<file path="config.mk">
export PLATFORM = sky130hd
export DESIGN_NAME = cdn_scanline_irq
export DESIGN_NICKNAME = d
export VERILOG_FILES = /design/src/rtl/cdn_pkg.sv /design/src/rtl/cdn_decode.sv /design/src/rtl/cdn_qualify.sv /design/src/rtl/cdn_count.sv /design/src/rtl/cdn_scanline_irq.sv
export SDC_FILE = /design/constraint.sdc
export NUM_CORES = 1
export LEC_CHECK = 0
export BUFFER_PORTS_ARGS = -buffer_cell sky130_fd_sc_hd__buf_2
export CORE_MARGIN = 3
export CORE_UTILIZATION = 46
export DETAILED_ROUTE_END_ITERATION = 8
export GPL_TIMING_DRIVEN = 0
export PLACE_DENSITY = 0.89
export SLEW_MARGIN = 20
export SYNTH_ARGS = -nofsm -noshare
export SYNTH_HDL_FRONTEND = slang
export SYNTH_SLANG_ARGS = --single-unit
</file>
<file path="constraint.sdc">
create_clock -name clk -period 1.7 [get_ports clk]
set_input_delay 0.085 -clock clk [delete_from_list [all_inputs] [get_ports clk]]
set_output_delay 0.085 -clock clk [all_outputs]
set_load 0.02 [all_outputs]
</file>
<file path="src/rtl/cdn_pkg.sv">
package cdn_pkg;
  typedef enum logic [2:0] {
    CMD_NONE,
    CMD_LOAD,
    CMD_LATCH,
    CMD_OFF,
    CMD_ON
  } cmd_e;
endpackage

</file>
<file path="src/rtl/cdn_decode.sv">
module cdn_decode
  import cdn_pkg::*;
#(
  parameter int ADDR_W = 16,
  parameter logic [ADDR_W-1:0] LOAD_ADDR  = 16'hC000,
  parameter logic [ADDR_W-1:0] LATCH_ADDR = 16'hC001,
  parameter logic [ADDR_W-1:0] CTRL_BASE  = 16'hE000,
  parameter int CTRL_SPAN = 4
) (
  input  logic              wr_en,
  input  logic [ADDR_W-1:0] wr_addr,
  output cmd_e              cmd
);
  localparam logic [ADDR_W:0] CTRL_END = {1'b0, CTRL_BASE} + (ADDR_W+1)'(CTRL_SPAN);

  logic in_ctrl;
  assign in_ctrl = ({1'b0, wr_addr} >= {1'b0, CTRL_BASE}) && ({1'b0, wr_addr} < CTRL_END);

  always_comb begin
    cmd = CMD_NONE;
    if (wr_en) begin
      if (wr_addr == LOAD_ADDR)       cmd = CMD_LOAD;
      else if (wr_addr == LATCH_ADDR) cmd = CMD_LATCH;
      else if (in_ctrl)               cmd = wr_addr[0] ? CMD_ON : CMD_OFF;
    end
  end
endmodule

</file>
<file path="src/rtl/cdn_qualify.sv">
module cdn_qualify #(
  parameter int LINE_W    = 9,
  parameter int LAST_LINE = 239
) (
  input  logic              line_tick,
  input  logic [LINE_W-1:0] line_num,
  input  logic              render_on,
  output logic              tick_ok
);
  localparam logic [LINE_W-1:0] LAST_L = LINE_W'(LAST_LINE);
  assign tick_ok = line_tick && render_on && (line_num <= LAST_L);
endmodule

</file>
<file path="src/rtl/cdn_count.sv">
module cdn_count
  import cdn_pkg::*;
#(
  parameter int CNT_W = 8
) (
  input  logic             clk,
  input  logic             rst_n,
  input  cmd_e             cmd,
  input  logic [CNT_W-1:0] wr_data,
  input  logic             tick_ok,
  output logic [CNT_W-1:0] cnt_q,
  output logic             en_q,
  output logic             pend_q,
  output logic [CNT_W-1:0] latch_q
);
  localparam logic [CNT_W-1:0] ZERO = '0;

  always_ff @(posedge clk) begin
    if (!rst_n) begin
      cnt_q   <= ZERO;
      en_q    <= 1'b0;
      pend_q  <= 1'b0;
      latch_q <= ZERO;
    end else if (cmd != CMD_NONE) begin
      pend_q <= 1'b0;
      unique case (cmd)
        CMD_LOAD:  cnt_q   <= wr_data;
        CMD_LATCH: latch_q <= wr_data;
        CMD_OFF:   en_q    <= 1'b0;
        CMD_ON:    en_q    <= 1'b1;
        default:   ;
      endcase
    end else if (tick_ok && en_q) begin
      cnt_q <= cnt_q - 1'b1;
      if (cnt_q == ZERO) begin
        en_q   <= 1'b0;
        pend_q <= 1'b1;
      end
    end
  end
endmodule

</file>
<file path="src/rtl/cdn_scanline_irq.sv">
module cdn_scanline_irq
  import cdn_pkg::*;
#(
  parameter int ADDR_W    = 16,
  parameter int CNT_W     = 8,
  parameter int LINE_W    = 9,
  parameter int LAST_LINE = 239
) (
  input  logic              clk,
  input  logic              rst_n,
  input  logic              wr_en,
  input  logic [ADDR_W-1:0] wr_addr,
  input  logic [CNT_W-1:0]  wr_data,
  input  logic              line_tick,
  input  logic [LINE_W-1:0] line_num,
  input  logic              render_on,
  output logic              irq,
  output logic [CNT_W-1:0]  latch_q
);
  cmd_e             cmd;
  logic             tick_ok;
  logic [CNT_W-1:0] cnt_q;
  logic             en_q;
  logic             pend_q;

  cdn_decode #(.ADDR_W(ADDR_W)) u_dec (
    .wr_en(wr_en), .wr_addr(wr_addr), .cmd(cmd)
  );

  cdn_qualify #(.LINE_W(LINE_W), .LAST_LINE(LAST_LINE)) u_qual (
    .line_tick(line_tick), .line_num(line_num), .render_on(render_on), .tick_ok(tick_ok)
  );

  cdn_count #(.CNT_W(CNT_W)) u_cnt (
    .clk(clk), .rst_n(rst_n), .cmd(cmd), .wr_data(wr_data), .tick_ok(tick_ok),
    .cnt_q(cnt_q), .en_q(en_q), .pend_q(pend_q), .latch_q(latch_q)
  );

  assign irq = pend_q;
endmodule

</file>
==> run metrics <==
most frequent cells in the layout=buf_2, dfxtp_1, nor2_1; Final Setup Violations=0; placed cell areas=0.00129 mm2; total die area=0.00290 mm2; GRT Overall Usage=0.217; synthesized net count=168; clk sinks=18; # nets final=213; Fin Clk Skew=0.00276 ns; share of the synthesized area in the top cell type=0.342; htree depth=1; Layout area overhead=28.8%; Crit. End Element=flop; CP Class=reg2reg; outcome=complete, no violations; initial core utilization=0.512; DRT iter0 DRCs=between 40 and 50; vias in the first global route=1090; largest net degree at the start of global routing=11; Tcrit/Tclk final=0.946; Max Slew Vio Count=0; ANT cells=0; Max Cap Viol=0; Min Clock Period, post-route=1.61 ns; WL/cell=between 10 and 15 um; Initial DRT Pass Iterations=4; commonest non-fill, non-tap cell in the layout=buf_2; post-synth top area cell=dfxtp_1; Pwr Density=568 mW/mm2; Via density=between 5 and 6; antenna violations before repair=0; I/O pins=47; via count=1170; Syn Inst Count=128; Seq/Total Area, Yosys=0.342; Netlist cell types=33; Post-Syn Area per Cell=8.24 um2; fmax=slightly above 600 MHz; worst skew pair latency=0.31 ns; CP Max Fanout=7; Netlist Area Pre-Place=0.00105 mm2; share of layout cells above drive strength 1=0.343; clock slew at reported path FFs=0.11 ns; GRT overflow=0; Buffers on Ports=40; CP startpoint kind=flop; Sequential Area=between 300 and 400 um2; Final Power=0.772 mW; worst endpoint data arrival time=1.80 ns; Rows=16; TritonCTS buffer count=3; Setup Fix Bufs, Post-CTS=0; DRC=0; RSZ-0062 raised after global routing=false; Lkg Pwr=0.583 nW; TritonCTS clock tree=built; GPL Wtd Cong=0.865; CP Data Required Time=about 1.9 ns; final worst slack=~0.09 ns; post-route ant nets=0; R2R depth=6; Design Area, Final=0.00136 mm2; Worst Hold Path Cells=3; width of the chip=roughly 54 um; core box area=0.00206 mm2; Hold Fails Final Rpt=0; worst vdd ir=0.000452 V; # fillers=between 150 and 200; Core Util, Final=0.659; first-pass GRT wire length=4570 um; chip height=53.9 um; DP Worst Slack=-0.109 ns; Synth Register Bits=18; area of the multi-input gates=679 um2; yosys warns=0; post-DP HPWL=2130 um; Synth area leaders=dfxtp_1, mux2i_1, nor2_1; Rel. slew slack=0.545; Hold Path Class=in2reg; CTS Buffer Depth=2; wirelength, routed=2780 um; Worst Tran Pin Value=0.678 ns; CTS root buf=clkbuf_4
## routing by layer
metal	share of wire	vias to the layer above	wire length (um)	track usage
met2	0.53	54	1470	0.367
met3	0.073	7	202	0.0499
li1	-	558	-	-
met5	0	-	0	0
met4	0.015	0	42	0.102
met1	0.38	551	1060	0.256
## cell type report
type	count	area share
plain buffers	6	0.0193
clock buffers	4	0.0267
inverters	6	0.0166
multi-input cells	98	0.500
flip-flops and latches	18	0.265
well taps	27	0.0249
repair buffers	40	0.147
## power by group
group	switching, mW	internal [mW]
sequential	0.00000639	0.421
combinational	0.0411	0.0341
clock	0.145	0.131
## synthesized netlist by cell type (all sizes together)
cell	count
a211o	2
o211ai	3
o31ai	3
nor4	7
nor2b	1
o221ai	1
mux2i	8
nor2	18
clkinv	1
ha	2
clkbuf	3
a41o	1
nand2	7
nor3	9
dfxtp	18
a21o	1
buf	3
a21oi	12
o221a	1
o21a	1
or3	1
nand2b	3
inv	5
nand3	3
o21ai	8
and3	1
nand4	1
a211oi	1
and4b	1
and4	1
nand4b	1
## state kept, by name, indices dropped and copies added (netlist names)
name,flops
u_cnt.cnt_q,8
u_cnt.en_q,1
u_cnt.pend_q,1
u_cnt.latch_q,8
## stage by stage
| stage | hold slack (ns) | TNS [ns] | std cells |
|---|---|---|---|
| 6_report | 0.0309 | 0 | 199 |
| 5_1_grt | 0.0520 | 0 | 199 |
| 4_1_cts | 0.0423 | 0 | 199 |
| 3_5_place_dp | 0.351 | -0.484 | 195 |
| 3_3_place_gp | 0.340 | -0.0571 | 195 |
| 2_1_floorplan | 0.232 | 0 | 128 |
## worst paths after layout
check | startpoint | slack [ns] | end
worst max-delay path | u_cnt.en_q | 0.09 | u_cnt.en_q
worst min-delay path | wr_data[7] | 0.03 | u_cnt.latch_q[7]
worst max register to register | u_cnt.en_q | 0.09 | u_cnt.en_q
worst min register to register | u_cnt.cnt_q[1] | 0.48 | u_cnt.cnt_q[1]
## kinds of logic after synthesis
| group | count (synthesis) | synth area share |
|---|---|---|
| mux | 8 | 0.0759 |
| flops | 18 | 0.342 |
| simple gates | 54 | 0.308 |
| buf+inv | 12 | 0.0463 |
| compound gates | 34 | 0.204 |
| fa+ha+maj | 2 | 0.0237 |
## worst max-delay path, stage by stage, from the launching register on
cell and delay (ns):
dfxtp_1 0.37, nand4b_1 0.11, a41o_2 0.30, nor4_2 0.33, o21ai_0 0.19, nand3_1 0.12, a21oi_1 0.07
## what timing repair did
action	in CTS	in global routing
pin swaps	0	2
gates cloned	0	0
gates resized for setup	2	5
hold buffers	0	0
endpoints found under the setup margin	3	7
Note: power is estimated with default switching activity, not from simulation.
